$ cat config.mk
export PLATFORM = sky130hd
export DESIGN_NAME = eeprom_page_ctl
export DESIGN_NICKNAME = d
export VERILOG_FILES = /design/src/rtl/eeprom_ctl_pkg.sv /design/src/rtl/spi_byte_shifter.sv /design/src/rtl/eeprom_seg_plan.sv /design/src/rtl/eeprom_page_ctl.sv
export SDC_FILE = /design/constraint.sdc
export NUM_CORES = 1
export LEC_CHECK = 0
export BUFFER_PORTS_ARGS = -buffer_cell sky130_fd_sc_hd__buf_2
export CAP_MARGIN = 0
export CORE_UTILIZATION = 50
export CTS_CLUSTER_SIZE = 28
export DETAILED_ROUTE_END_ITERATION = 12
export GPL_ROUTABILITY_DRIVEN = 0
export MAX_ROUTING_LAYER = met4
export PLACE_DENSITY = 0.69
export SLEW_MARGIN = 20
export SYNTH_ARGS = -nofsm -noshare
export SYNTH_HDL_FRONTEND = slang
export SYNTH_SLANG_ARGS = --single-unit
$ cat constraint.sdc
create_clock -name clk -period 5.2 [get_ports clk]
set_input_delay 0 -clock clk [delete_from_list [all_inputs] [get_ports clk]]
set_output_delay 0 -clock clk [all_outputs]
set_load 0.005 [all_outputs]
$ cat src/rtl/eeprom_ctl_pkg.sv
package eeprom_ctl_pkg;

    typedef enum logic [1:0] {
        ERR_NONE    = 2'd0,
        ERR_RANGE   = 2'd1,
        ERR_TIMEOUT = 2'd2
    } err_e;

    localparam logic [7:0] CMD_WEN    = 8'h06;
    localparam logic [7:0] CMD_STATUS = 8'h05;
    localparam logic [7:0] CMD_READ   = 8'h03;
    localparam logic [7:0] CMD_PROG   = 8'h02;

    typedef enum logic [3:0] {
        ST_BOOT_CMD, ST_BOOT_RD, ST_IDLE, ST_WEN, ST_INSTR,
        ST_ADDR, ST_DATA, ST_POLL_CMD, ST_POLL_RD
    } ctl_state_e;

    typedef struct packed {
        logic       start;
        logic [7:0] tx;
        logic       last;
    } byte_req_t;

    function automatic logic [7:0] with_high_bit(input logic [7:0] op, input logic hi);
        return op | {4'b0000, hi, 3'b000};
    endfunction

endpackage

$ cat src/rtl/spi_byte_shifter.sv
module spi_byte_shifter
    import eeprom_ctl_pkg::*;
#(
    parameter int SCK_HALF = 2
) (
    input  logic      clk,
    input  logic      rst,
    input  byte_req_t req,
    output logic      done,
    output logic [7:0] rx,
    output logic      sck,
    output logic      cs_n,
    output logic      mosi,
    input  logic      miso
);
    localparam int CW = $clog2(2 * SCK_HALF + 1) + 1;

    typedef enum logic [1:0] {SH_IDLE, SH_RUN, SH_GAP} sh_state_e;

    sh_state_e      st;
    logic [CW-1:0]  cnt;
    logic [2:0]     bitn;
    logic [7:0]     sh;
    logic           last_q;

    always_ff @(posedge clk) begin
        if (rst) begin
            st <= SH_IDLE; cs_n <= 1'b1; sck <= 1'b0; mosi <= 1'b0;
            cnt <= '0; bitn <= '0; sh <= '0; rx <= '0; done <= 1'b0; last_q <= 1'b0;
        end else begin
            done <= 1'b0;
            case (st)
                SH_IDLE: if (req.start) begin
                    st <= SH_RUN; cs_n <= 1'b0; sh <= req.tx; mosi <= req.tx[7];
                    last_q <= req.last; cnt <= '0; bitn <= '0;
                end
                SH_RUN: if (cnt == CW'(SCK_HALF - 1)) begin
                    cnt <= '0;
                    if (!sck) begin
                        sck <= 1'b1;
                        rx  <= {rx[6:0], miso};
                    end else begin
                        sck <= 1'b0;
                        if (bitn == 3'd7) begin
                            if (last_q) begin
                                cs_n <= 1'b1;
                                st   <= SH_GAP;
                            end else begin
                                st   <= SH_IDLE;
                                done <= 1'b1;
                            end
                        end else begin
                            bitn <= bitn + 3'd1;
                            sh   <= {sh[6:0], 1'b0};
                            mosi <= sh[6];
                        end
                    end
                end else begin
                    cnt <= cnt + CW'(1);
                end
                SH_GAP: if (cnt == CW'(2 * SCK_HALF - 1)) begin
                    cnt <= '0; st <= SH_IDLE; done <= 1'b1;
                end else begin
                    cnt <= cnt + CW'(1);
                end
                default: st <= SH_IDLE;
            endcase
        end
    end

    // clock only toggles inside a frame
    assert_sck_in_frame_R11: assert property (@(posedge clk) disable iff (rst)
        sck |-> !cs_n);
    // mode 0, clock low when select falls
    assert_select_fall_low_R11: assert property (@(posedge clk) disable iff (rst)
        $fell(cs_n) |-> !sck);

endmodule

$ cat src/rtl/eeprom_seg_plan.sv
module eeprom_seg_plan #(
    parameter int PAGE_BYTES = 16,
    parameter int LENW       = 10,
    localparam int PW        = $clog2(PAGE_BYTES)
) (
    input  logic [PW-1:0]   off_lo,
    input  logic [LENW-1:0] remaining,
    output logic [LENW-1:0] seg_len
);
    logic [LENW-1:0] room;

    always_comb begin
        room    = LENW'(PAGE_BYTES) - LENW'(off_lo);
        seg_len = (room < remaining) ? room : remaining;
    end
endmodule

$ cat src/rtl/eeprom_page_ctl.sv
module eeprom_page_ctl
    import eeprom_ctl_pkg::*;
#(
    parameter int MEM_BYTES   = 512,
    parameter int PAGE_BYTES  = 16,
    parameter int ADDR_BYTES  = 1,
    parameter int NINE_BIT    = 1,
    parameter int SCK_HALF    = 2,
    parameter int TIMEOUT_CYC = 3000,
    parameter int MIN_POLLS   = 3,
    localparam int OFFW       = $clog2(MEM_BYTES) + 1
) (
    input  logic            clk,
    input  logic            rst,
    input  logic            req_valid,
    input  logic            req_write,
    input  logic [OFFW-1:0] req_offset,
    input  logic [OFFW-1:0] req_len,
    input  logic [7:0]      wr_data,
    output logic            wr_pop,
    output logic [7:0]      rd_data,
    output logic            rd_valid,
    output logic            done,
    output logic [1:0]      err,
    output logic            busy,
    output logic            present,
    output logic            sck,
    output logic            cs_n,
    output logic            mosi,
    input  logic            miso
);
    localparam int LENW   = OFFW;
    localparam int PW     = $clog2(PAGE_BYTES);
    localparam int TW     = $clog2(TIMEOUT_CYC + 1);
    localparam int PCW    = $clog2(MIN_POLLS + 1);
    localparam int AIW    = (ADDR_BYTES > 1) ? $clog2(ADDR_BYTES) : 1;
    localparam int HI_LIM = 1 << (8 * ADDR_BYTES);

    ctl_state_e      st;
    byte_req_t       brq;
    logic            launched, op_wr, sh_done, hi_page;
    logic [7:0]      sh_rx, addr_b;
    logic [OFFW-1:0] cur_off;
    logic [LENW-1:0] tot_rem, seg_rem, seg_len, clen;
    logic [AIW-1:0]  aidx;
    logic [TW-1:0]   tmr;
    logic [PCW-1:0]  polls;
    logic [OFFW:0]   req_end;
    logic [31:0]     off_w;

    spi_byte_shifter #(.SCK_HALF(SCK_HALF)) u_shift (
        .clk(clk), .rst(rst), .req(brq), .done(sh_done), .rx(sh_rx),
        .sck(sck), .cs_n(cs_n), .mosi(mosi), .miso(miso)
    );

    eeprom_seg_plan #(.PAGE_BYTES(PAGE_BYTES), .LENW(LENW)) u_plan (
        .off_lo(cur_off[PW-1:0]), .remaining(tot_rem), .seg_len(seg_len)
    );

    assign busy = (st != ST_IDLE);

    always_comb begin
        off_w   = 32'(cur_off);
        hi_page = (NINE_BIT != 0) && (off_w >= 32'(HI_LIM));
        addr_b  = 8'(off_w >> (8 * aidx));
        req_end = {1'b0, req_offset} + {1'b0, req_len};
        clen    = (req_end > (OFFW+1)'(MEM_BYTES)) ? (LENW'(MEM_BYTES) - req_offset) : req_len;
        brq     = '0;
        case (st)
            ST_BOOT_CMD, ST_POLL_CMD: begin brq.start = 1'b1; brq.tx = CMD_STATUS; end
            ST_BOOT_RD, ST_POLL_RD:   begin brq.start = 1'b1; brq.last = 1'b1; end
            ST_WEN:   begin brq.start = 1'b1; brq.tx = CMD_WEN; brq.last = 1'b1; end
            ST_INSTR: begin
                brq.start = 1'b1;
                brq.tx    = with_high_bit(op_wr ? CMD_PROG : CMD_READ, hi_page);
            end
            ST_ADDR:  begin brq.start = 1'b1; brq.tx = addr_b; end
            ST_DATA:  begin
                brq.start = 1'b1;
                brq.tx    = op_wr ? wr_data : 8'h00;
                brq.last  = (seg_rem == LENW'(1));
            end
            default: ;
        endcase
        brq.start = brq.start && !launched;
    end

    always_ff @(posedge clk) begin
        if (rst) begin
            st <= ST_BOOT_CMD; launched <= 1'b0; op_wr <= 1'b0;
            cur_off <= '0; tot_rem <= '0; seg_rem <= '0; aidx <= '0;
            tmr <= '0; polls <= '0; present <= 1'b0;
            done <= 1'b0; err <= ERR_NONE; rd_valid <= 1'b0; rd_data <= '0; wr_pop <= 1'b0;
        end else begin
            done <= 1'b0; rd_valid <= 1'b0; wr_pop <= 1'b0;
            if (brq.start) launched <= 1'b1;
            else if (sh_done) launched <= 1'b0;
            if ((st == ST_POLL_CMD || st == ST_POLL_RD) && tmr != TW'(TIMEOUT_CYC))
                tmr <= tmr + TW'(1);
            if (brq.start && st == ST_DATA && op_wr) wr_pop <= 1'b1;
            case (st)
                ST_IDLE: if (req_valid) begin
                    if (req_offset >= OFFW'(MEM_BYTES) || req_len == '0) begin
                        done <= 1'b1; err <= ERR_RANGE;
                    end else begin
                        cur_off <= req_offset; tot_rem <= clen; seg_rem <= clen;
                        op_wr <= req_write; st <= req_write ? ST_WEN : ST_INSTR;
                    end
                end
                default: if (sh_done) begin
                    case (st)
                        ST_BOOT_CMD: st <= ST_BOOT_RD;
                        ST_BOOT_RD:  begin present <= ~sh_rx[0]; st <= ST_IDLE; end
                        ST_WEN:      begin seg_rem <= seg_len; st <= ST_INSTR; end
                        ST_INSTR:    begin aidx <= AIW'(ADDR_BYTES - 1); st <= ST_ADDR; end
                        ST_ADDR:     if (aidx == '0) st <= ST_DATA; else aidx <= aidx - AIW'(1);
                        ST_DATA: begin
                            seg_rem <= seg_rem - LENW'(1);
                            tot_rem <= tot_rem - LENW'(1);
                            cur_off <= cur_off + OFFW'(1);
                            if (!op_wr) begin rd_valid <= 1'b1; rd_data <= sh_rx; end
                            if (seg_rem == LENW'(1)) begin
                                if (op_wr) begin
                                    st <= ST_POLL_CMD; tmr <= '0; polls <= '0;
                                end else begin
                                    st <= ST_IDLE; done <= 1'b1; err <= ERR_NONE;
                                end
                            end
                        end
                        ST_POLL_CMD: st <= ST_POLL_RD;
                        ST_POLL_RD: begin
                            if (polls != PCW'(MIN_POLLS)) polls <= polls + PCW'(1);
                            if (!sh_rx[0]) begin
                                if (tot_rem == '0) begin
                                    st <= ST_IDLE; done <= 1'b1; err <= ERR_NONE;
                                end else begin
                                    st <= ST_WEN;
                                end
                            end else if (polls >= PCW'(MIN_POLLS - 1) && tmr == TW'(TIMEOUT_CYC)) begin
                                st <= ST_IDLE; done <= 1'b1; err <= ERR_TIMEOUT;
                            end else begin
                                st <= ST_POLL_CMD;
                            end
                        end
                        default: st <= ST_IDLE;
                    endcase
                end
            endcase
        end
    end

    // read bytes only come out of a read request
    assert_rd_on_read_R4: assert property (@(posedge clk) disable iff (rst)
        rd_valid |-> !op_wr);
    // write bytes are only consumed by a write request
    assert_pop_on_write_R6: assert property (@(posedge clk) disable iff (rst)
        wr_pop |-> op_wr);
    // a data phase never spans more than a page
    assert_seg_in_page_R5: assert property (@(posedge clk) disable iff (rst)
        (st == ST_DATA && op_wr) |-> (seg_rem != '0 && seg_rem <= LENW'(PAGE_BYTES)));
    // completion leaves the controller idle
    assert_done_idle_R12: assert property (@(posedge clk) disable iff (rst)
        done |-> !busy);
    // timeout only after the full window and the minimum poll count
    assert_timeout_window_R8: assert property (@(posedge clk) disable iff (rst)
        (done && err == ERR_TIMEOUT) |-> (tmr == TW'(TIMEOUT_CYC) && polls >= PCW'(MIN_POLLS)));

endmodule

==> Word level (Yosys, flattened, before mapping) <==
Index checks and enable logic that the tools add are counted.
{ "totals": {"ff_bits": 94, "input_bits": 33, "output_inout_bits": 18, "elab_cells": 233} }
{ "op_classes": {"add_sub_neg": 11, "n_lt_le_gt_ge": 5, "n_eq_ne": 36, "shifts": 1, "n_mux": 106, "bitwise": 8, "reduce_logical": 41} }
{ "op_table": {"columns": ["op", "n"], "rows": [
  ["$mux W10", 14],
  ["$mux W12", 6],
  ["$mux W4", 10],
  ["$pmux W8 S5", 1],
  ["$mux W2", 18],
  ["$mux W1", 31],
  ["$mux W7", 4],
  ["$pmux W4 S7", 1],
  ["$mux W3", 7],
  ["$logic_not A10 Y1", 2],
  ["$pmux W10 S2", 1],
  ["$sub A10 B1 Y10 const B", 2],
  ["$eq A4 B3 Y1 const B", 4],
  ["$ne A2 B2 Y1 const B", 8],
  ["$reduce_and A5 Y1", 3],
  ["$pmux W7 S2", 1],
  ["$add A12 B1 Y12 const B", 1],
  ["$eq A12 B12 Y1 const B", 1],
  ["$eq A4 B2 Y1 const B", 3],
  ["$ne A12 B12 Y1 const B", 1],
  ["$ne A2 B1 Y1 const B", 6],
  ["$pmux W1 S2", 6],
  ["$pmux W4 S3", 1],
  ["$reduce_and A3 Y1", 4],
  ["46 further kinds", 72]
]} }

==> Logic depth before layout (Yosys ltp) <==
Gate-level depths: netlist (run 1).
{ "logic_depth": {"word_depth": 9, "depth_mapped": 13, "mapped_depth_nobuf": 12} }

==> Cells and area by module <==
From an unflattened synthesis (run 1), not the netlist that was laid out.
{ "unflattened": {"hier_cells": 817, "hier_area_um2": 6273.5} }
{ "modules_own_cells": {"columns": ["mod", "n_inst", "cells_per_inst", "area_per_inst_um2", "seq_area_each_um2"], "rows": [
  ["eeprom_page_ctl", 1, 633, 4588.2, 1281.2],
  ["spi_byte_shifter", 1, 149, 1420.1, 580.6],
  ["eeprom_seg_plan", 1, 35, 265.3, 0.0]
]} }

==> Worst setup path after synthesis (run 1) <==
Ideal clock, no wire load.
{ "synth_timing": {"path_kind": "register to register", "from": "register cur_off[0]", "to": "register seg_rem[4]", "setup_ns": 0.135, "arrival_time_ns": 2.558, "required_ns": 5.065, "path_slack_ns": 2.507, "path_stages_with_launch": 14, "n_path_buf": 2, "period_less_slack_ns": 2.693, "cell_sequence": "dfxtp_1 > clkbuf_1 > inv_1 > ha_1 > ha_1 > a21o_1 > a21o_1 > a21o_1 > a21oi_1 > or4_1 > buf_2 > mux2_2 > o21ai_0 > a311oi_1"} }
{ "synth_between": {"elab_chain_len": 6} }
{ "synth_lines": {"columns": ["element", "line_no", "source"], "rows": [
  ["start, declared", "eeprom_page_ctl.sv:43", "logic [OFFW-1:0] cur_off;"],
  ["start signal, assigned", "eeprom_page_ctl.sv:106", "cur_off <= req_offset; tot_rem <= clen; seg_rem <= clen;"],
  ["start signal, assigned", "eeprom_page_ctl.sv:120", "cur_off <= cur_off + OFFW'(1);"],
  ["$sub A5 B4 Y6 (*)", "eeprom_seg_plan.sv:13", "room = LENW'(PAGE_BYTES) - LENW'(off_lo);"],
  ["$lt A10 B10 Y1", "eeprom_seg_plan.sv:14", "seg_len = (room < remaining) ? room : remaining;"],
  ["$mux W10 (*)", "eeprom_seg_plan.sv:14", null],
  ["$pmux W10 S2 (*)", "eeprom_page_ctl.sv:111", "case (st)"],
  ["$mux W10 (*)", "eeprom_page_ctl.sv:110", "default: if (sh_done) begin"],
  ["$mux W10 (*)", "eeprom_page_ctl.sv:101", "case (st)"],
  ["end signal, assigned", "eeprom_page_ctl.sv:106", null],
  ["end signal, assigned", "eeprom_page_ctl.sv:118", "seg_rem <= seg_rem - LENW'(1);"],
  ["end, declared", "eeprom_page_ctl.sv:44", "logic [LENW-1:0] tot_rem, seg_rem, seg_len, clen;"]
]} }
Mark *: on every way between the ends. The rest lies on a longest branch, timed or not. The select of a mux whose other input is x is not followed.
A chain may end at the register's enable or synchronous reset.

==> Worst setup path after layout (run 1) <==
{ "layout_timing": {"from": "input port req_offset[0]", "to": "register tot_rem[7]"} }
{ "layout_between": {"elab_chain_len": 6, "word_cells_on_any_way": 11, "cone_classes": "2 x add/sub; 2 x order compare; 1 x eq/ne; 4 x mux; 2 x reduce/logical"} }
{ "layout_lines": {"columns": ["element", "line_no", "source"], "rows": [
  ["start, declared", "eeprom_page_ctl.sv:17", "input logic [OFFW-1:0] req_offset,"],
  ["$add A10 B10 Y11", "eeprom_page_ctl.sv:66", "req_end = {1'b0, req_offset} + {1'b0, req_len};"],
  ["$gt A11 B10 Y1", "eeprom_page_ctl.sv:67", "clen = (req_end > (OFFW+1)'(MEM_BYTES)) ? (LENW'(MEM_BYTES) - req_offset) : req_len;"],
  ["$mux W10", "eeprom_page_ctl.sv:67", null],
  ["$mux W10", "eeprom_page_ctl.sv:103", "if (req_offset >= OFFW'(MEM_BYTES) || req_len == '0) begin"],
  ["$mux W10", "eeprom_page_ctl.sv:102", "ST_IDLE: if (req_valid) begin"],
  ["$mux W10", "eeprom_page_ctl.sv:101", null],
  ["end signal, assigned", "eeprom_page_ctl.sv:106", null],
  ["end signal, assigned", "eeprom_page_ctl.sv:119", "tot_rem <= tot_rem - LENW'(1);"],
  ["end, declared", "eeprom_page_ctl.sv:44", null]
]} }
Several ways; a longest one is shown, not always the timed one. The select of a mux whose other input is x is not followed.

==> results of run 1 <==
-- final timing paths --
kind                            cells past startpoint  slack, ns                          to
worst max register to register                      9       1.93     cur_off[3]$_SDFFE_PP0P_
worst min-delay path                                5       0.06  u_shift.sh[0]$_SDFFE_PP0P_
worst max-delay path                               14       1.82     tot_rem[7]$_SDFFE_PP0P_
worst min register to register                      2       0.45     rd_data[7]$_SDFFE_PP0P_
-- logic make-up (layout without fill, tap and decap cells) --
family | Yosys count | in the layout | share of synthesized area, %
simple gates | 322 | 322 | 24.77
buf+inv | 73 | 107 | 4.768
xor+xnor | 27 | 27 | 3.987
mux | 27 | 27 | 5.169
fa+ha+maj | 33 | 33 | 7.089
compound gates | 210 | 210 | 22.83
flops | 93 | 93 | 31.39
-- state kept, by name (all words and copies together) (netlist names), 3 cells and up --
| signal | flops |
|---|---|
| seg_rem | 10 |
| tmr | 12 |
| rd_data | 8 |
| tot_rem | 10 |
| u_shift.bitn | 3 |
| st | 4 |
| u_shift.sh | 7 |
| u_shift.cnt | 4 |
| cur_off | 10 |
| u_shift.rx | 8 |
-- critical path: stages --
cell and delay (ns):
dlygate4sd3_1 0.53, buf_2 0.15, ha_1 0.19, inv_1 0.06
fa_1 0.40, xnor2_1 0.14, nor3b_1 0.25, o2111ai_1 0.15
nor4_1 0.30, o2111a_2 0.29, o21bai_2 0.10, a21oi_4 0.40
mux2_2 0.44, a211oi_1 0.22
-- metrics by stage --
| stage | setup slack, ns | instance area (sq um) |
|---|---|---|
| global placement | 2.107 | 6242 |
| floorplan | 2.507 | 5931 |
| global route | 1.623 | 6586 |
| detailed placement | 1.991 | 6242 |
| CTS | 1.827 | 6586 |
| finish | 1.820 | 6586 |
-- power by group --
group / leakage [nW] / total (mW) / internal, mW / switching, mW
clock network: 0.152 / 0.676 / 0.346 / 0.329
logic: 1.58 / 0.236 / 0.0884 / 0.148
registers: 0.750 / 0.738 / 0.727 / 0.0110
total: 2.48 / 1.65 / 1.16 / 0.488
-- routing by layer --
metal	GRT usage [%]	vias up
li1	-	2832
met1	32.13	2605
met2	40.54	143
met3	4.538	24
met4	7.378	0
met5	-	-
-- synthesized netlist by cell type (all sizes together) (12+ instances only) --
library cell / count
nor2: 116
inv: 32
nand3: 16
nand2: 93
a311oi: 12
mux2i: 16
a21oi: 83
nor3: 29
ha: 32
clkbuf: 33
o21ai: 44
xnor2: 16
dfxtp: 93
-- final cells by class --
type | instances | area [sq um] | share of cell area (%)
inverter | 32 | 120.1 | 1.824
timing repair buffer | 59 | 325.3 | 4.939
tap | 143 | 178.9 | 2.717
clock buffer | 9 | 225.2 | 3.419
clock inverter | 7 | 88.84 | 1.349
multi-input combinational | 619 | 3786 | 57.48
sequential | 93 | 1862 | 28.27
-- what timing repair did --
action,4_1_cts,5_1_grt
setup buffers,0,0
hold endpoints to repair,3,0
hold buffers,3,0
==> summary.md, run 1 <==
| Metric | Value |
|---|---|
| Status | `finished, final reports clean` |
| Synth Area per Inst | `7.555 sq um` |
| Predominant post-synthesis flop cell | `dfxtp_1` |
| Initial Util | `51.72%` |
| Largest fanout on the critical path | `10` |
| Final setup fails | `0` |
| Yosys top cell area share | `31.39%` |
| Max cap viols | `0` |
| Detailed Routing Iterations Pass 1 | `5` |
| Clk sinks | `93` |
| Final Non-Filler Cells | `962` |
| Post-route ant nets | `0` |
| Number of buffers added on ports | `50` |
| Drt wl/cell | `15.24 um` |
| Largest area contributor in the netlist | `dfxtp_1` |
| Synth unique cells | `70` |
| Seq cells post-synth | `93` |
| Syn_nets | `851` |
| Synth top area cells | `dfxtp_1 (31%), nor2_1 (7.2%), a21oi_1 (6.9%)` |
| Synth Cell Area | `0.005931 sq mm` |
| Min-Delay Startpoint | `wr_data[0]` |
| Chip height | `110.9 um` |
| Required time worst endpoint | `5.46 ns` |
| DRC viols | `0` |
| Period utilisation layout | `65.01%` |
| Hold WS | `0.06448 ns` |
| Unrepaired setup endpoints after global routing | `false` |
| CTS root buffer | `clkbuf_16` |
| Clock transition at the registers of the reported paths | `0.07 ns` |
| Drt initial violations | `430` |
| Worst hold path class | `in -> reg` |
| Pwr/cell area | `250.4 mW/mm^2` |
| Relative slew slack | `40.12%` |
| Placed cell count | `943` |
| Commonest non-fill, non-tap cell in the layout | `nor2_1` |
| Leak pwr | `2.483 nW` |
| Vias in the first global route | `5267` |
| Final hold vios | `0` |
| Reg-to-reg critical path startpoint | `st[1]$_SDFFE_PP0P_` |
| Top Ports | `51` |
| Layout cells sized above 1 | `12.82%` |
| Synth async-reset ratio | `0%` |
| Clock Path Buffers | `2` |
| Die ar. | `0.01230 sq mm` |
| CP Launch Type | `primary input` |
| Worst-margin pin slew | `0.8950 ns` |
| WL final | `14660 um` |
| Fill cell count | `1063` |
| Post-DP HPWL | `10660 um` |
| Via/cell ratio | `5.825` |
| Worst skew pair latency | `0.35 ns` |
| Setup Total Neg Slack | `0 ns` |
| Pins over their slew limit | `0` |
| WL met2 | `6950 um` |
| Worst Setup End Kind | `flop` |
| H-tree Lvls | `3` |
| Sequential share of the synthesized area | `31.39%` |
| Ant. Diodes | `0` |
| Worst-case clock skew | `0.008703 ns` |
| Post-Route M1 WL | `6799 um` |
| Total power draw | `1.650 mW` |
| Most frequent cells in the layout | `nor2_1 (114), nand2_1 (93), dfxtp_1 (93)` |
| CTS resizes | `0` |
| Top Layer Used | `met4` |
| Area grow syn2layout | `11.05%` |
| Initial antenna violation count | `0` |
| Crit Path Class | `in -> reg` |
| Minimum clock period | `3.381 ns` |
| Largest net degree at the start of global routing | `78` |
| Util after Layout | `57.44%` |
| Critical Path AT | `3.64 ns` |
| Post-synth EDFFs | `0` |
| Crit. Startpoint | `req_offset[0]` |
| Post-Synthesis Cells | `785` |
| CTS tree | `built` |
| Row count | `39` |
| Fin nets | `880` |
| Maximum clock rate | `295.8 MHz` |
| First-pass GRT wire length | `24830 um` |
| Core area | `0.01147 sq mm` |
| Die X-Extent | `110.9 um` |
| Aggregate global-route resource usage | `25.14%` |
| Congestion Overflow GR | `0` |
| DR WL met3 | `683 um` |
| VDD IR-drop max | `0.2228 mV` |
| Syn. warnings | `0` |
| CTS Buf Count | `9` |
| Routed vias | `5604` |
No activity file was read; power rests on OpenSTA's default activity.
==> inputs of run 2 (changes only) <==
PLACE_DENSITY = 0.71   (was 0.69)
clock period = 2.9 ns   (was 5.2 ns; I/O delays follow)
==> summary.md, run 2 (same netlist as run 1, synthesis figures left out) <==
| Metric | Value |
|---|---|
| Number of flip-flops in the largest register | `12` |
| Chip height | `110.9 um` |
| Status | `finished, final reports clean` |
| Worst Setup End Kind | `flop` |
| Worst Path Buf+Inv | `1` |
| Biggest register | `tmr` |
| Number of buffers added on ports | `50` |
| Commonest non-fill, non-tap cell in the layout | `nor2_1` |
| Die X-Extent | `110.9 um` |
| Initial Util | `51.72%` |
| Maximum clock rate | `363.3 MHz` |
| Ant. Diodes | `0` |
| Register area | `0.001862 sq mm` |
| Aggregate global-route resource usage | `25.96%` |
| Placed cell count | `960` |
| Drt wl/cell | `15.77 um` |
| Top Ports | `51` |
| Biggest cell delay along the critical path | `0.41 ns` |
| Final Non-Filler Cells | `979` |
| Setup Total Neg Slack | `0 ns` |
| Worst skew pair latency | `0.35 ns` |
| CP Launch Type | `flop` |
| Post-DP HPWL | `11030 um` |
| Max cap viols | `0` |
| Unrepaired setup endpoints after global routing | `false` |
| Clk sinks | `93` |
| Period utilisation layout | `94.92%` |
| Pins over their slew limit | `0` |
| Row count | `39` |
| WL final | `15430 um` |
| Congestion Overflow GR | `0` |
| Worst hold path class | `in -> reg` |
| Relative slew slack | `45.74%` |
| Final setup fails | `0` |
| Via/cell ratio | `5.911` |
| Vias in the first global route | `5409` |
| Drt initial violations | `457` |
| Fin nets | `897` |
| Fill cell count | `1057` |
| Leak pwr | `2.575 nW` |
| Crit Path Class | `reg -> reg` |
| CTS root buffer | `clkbuf_16` |
| CP cell instances | `inv_1 -> ha_1 -> ha_1 -> a21o_1 -> a21o_1 -> a21o_1 -> a21oi_1 -> or4_4 -> mux2_2 -> o21ai_0 -> a311oi_1` |
| Pwr/cell area | `447.6 mW/mm^2` |
| Layout cells sized above 1 | `14.71%` |
| Post-route ant nets | `0` |
| Core area | `0.01147 sq mm` |
| CTS Buf Count | `9` |
| Worst-margin pin slew | `0.8139 ns` |
| Die ar. | `0.01230 sq mm` |
| Detailed Routing Iterations Pass 1 | `7` |
| Worst-case clock skew | `0.008807 ns` |
| Final hold vios | `0` |
| Critical Path AT | `2.95 ns` |
| Required time worst endpoint | `3.10 ns` |
| VDD IR-drop max | `0.3886 mV` |
| Top Family by Delay on Critical Path | `compound AO/OA/AOI/OAI gates` |
| CP max-delay cell | `dfxtp_1` |
| Post-route setup slack | `0.1472 ns` |
| Area occupied by multi-input gates | `0.003790 sq mm` |
| DRC viols | `0` |
| H-tree Lvls | `3` |
| Largest fanout on the critical path | `6` |
| Area grow syn2layout | `13.52%` |
| CTS tree | `built` |
| Postcts setup bufs | `0` |
| Most frequent cells in the layout | `nor2_1 (114), nand2_1 (93), dfxtp_1 (93)` |
| Pre-CTS setup slack | `-0.06718 ns` |
| Clock Path Buffers | `2` |
| Routed vias | `5787` |
| First-pass GRT wire length | `25680 um` |
| Clock transition at the registers of the reported paths | `0.07 ns` |
| Most frequent CP cell | `a21o_1` |
| Initial antenna violation count | `0` |
| Minimum clock period | `2.753 ns` |
| Largest net degree at the start of global routing | `77` |
[run 2: cell count changes in the layout (fill, tap and decap cells not counted), moves of 2 or more]
| cell | change |
|---|---|
| inv_8 | -2 |
| clkinv_8 | -3 |
| buf_4 | +15 |
| inv_6 | +3 |
[run 2: area by class of cell]
class / instances / share of cell area, %
multi-input cells: 619 / 56.29
flip-flops and latches: 93 / 27.65
repair buffers: 76 / 6.969
clock buffers: 10 / 3.550
well taps: 143 / 2.658
inverters: 32 / 1.784
clock inverters: 6 / 1.096
[run 2: stage by stage]
step	cell area [sq um]	total power [mW]	util [%]	hold WS [ns]
2_1_floorplan	5931	1.652	-	0.1474
3_3_place_gp	6382	1.767	55.66	0.2373
3_5_place_dp	6382	1.781	55.66	0.2556
4_1_cts	6725	3.022	58.65	0.06384
5_1_grt	6733	3.132	58.71	0.08476
6_report	6733	3.014	58.71	0.06390
[run 2: final timing paths]
path / startpoint / endpoint / slack, ns / cells past startpoint
setup / recovery: cur_off[1]$_SDFFE_PP0P_ / seg_rem[2]$_SDFFE_PP0P_ / 0.15 / 11
hold / removal: req_offset[6] / cur_off[6]$_SDFFE_PP0P_ / 0.06 / 3
setup reg to reg: cur_off[1]$_SDFFE_PP0P_ / seg_rem[2]$_SDFFE_PP0P_ / 0.15 / 11
hold reg to reg: rd_data[2]$_SDFFE_PP0P_ / rd_data[2]$_SDFFE_PP0P_ / 0.46 / 2
[run 2: what timing repair did]
action                                 4_1_cts  5_1_grt
resized for setup                            0        2
setup endpoints to repair                    0       10
hold buffers                                 3        0
endpoints found under the hold margin        3        0
[run 2: layer usage]
layer / routed length (um) / GRT usage [%] / up-vias
met2: 7243 / 40.70 / 188
met1: 7142 / 34.36 / 2714
met4: 273 / 9.600 / 0
met5: 0 / - / -
met3: 775 / 3.116 / 25
li1: - / - / 2860
[run 2: worst register-to-register path, cell delays in order (launching register included)]
cell      delay (ns)
dfxtp_1         0.41
inv_1           0.11
ha_1            0.33
ha_1            0.29
a21o_1          0.16
a21o_1          0.17
a21o_1          0.18
a21oi_1         0.17
or4_4           0.19
mux2_2          0.33
o21ai_0         0.15
a311oi_1        0.11
[run 2: power by group]
group | switching (mW) | internal (mW)
Clock | 0.545 | 0.706
Sequential | 0.0194 | 1.30
Combinational | 0.269 | 0.170
Total | 0.833 | 2.18
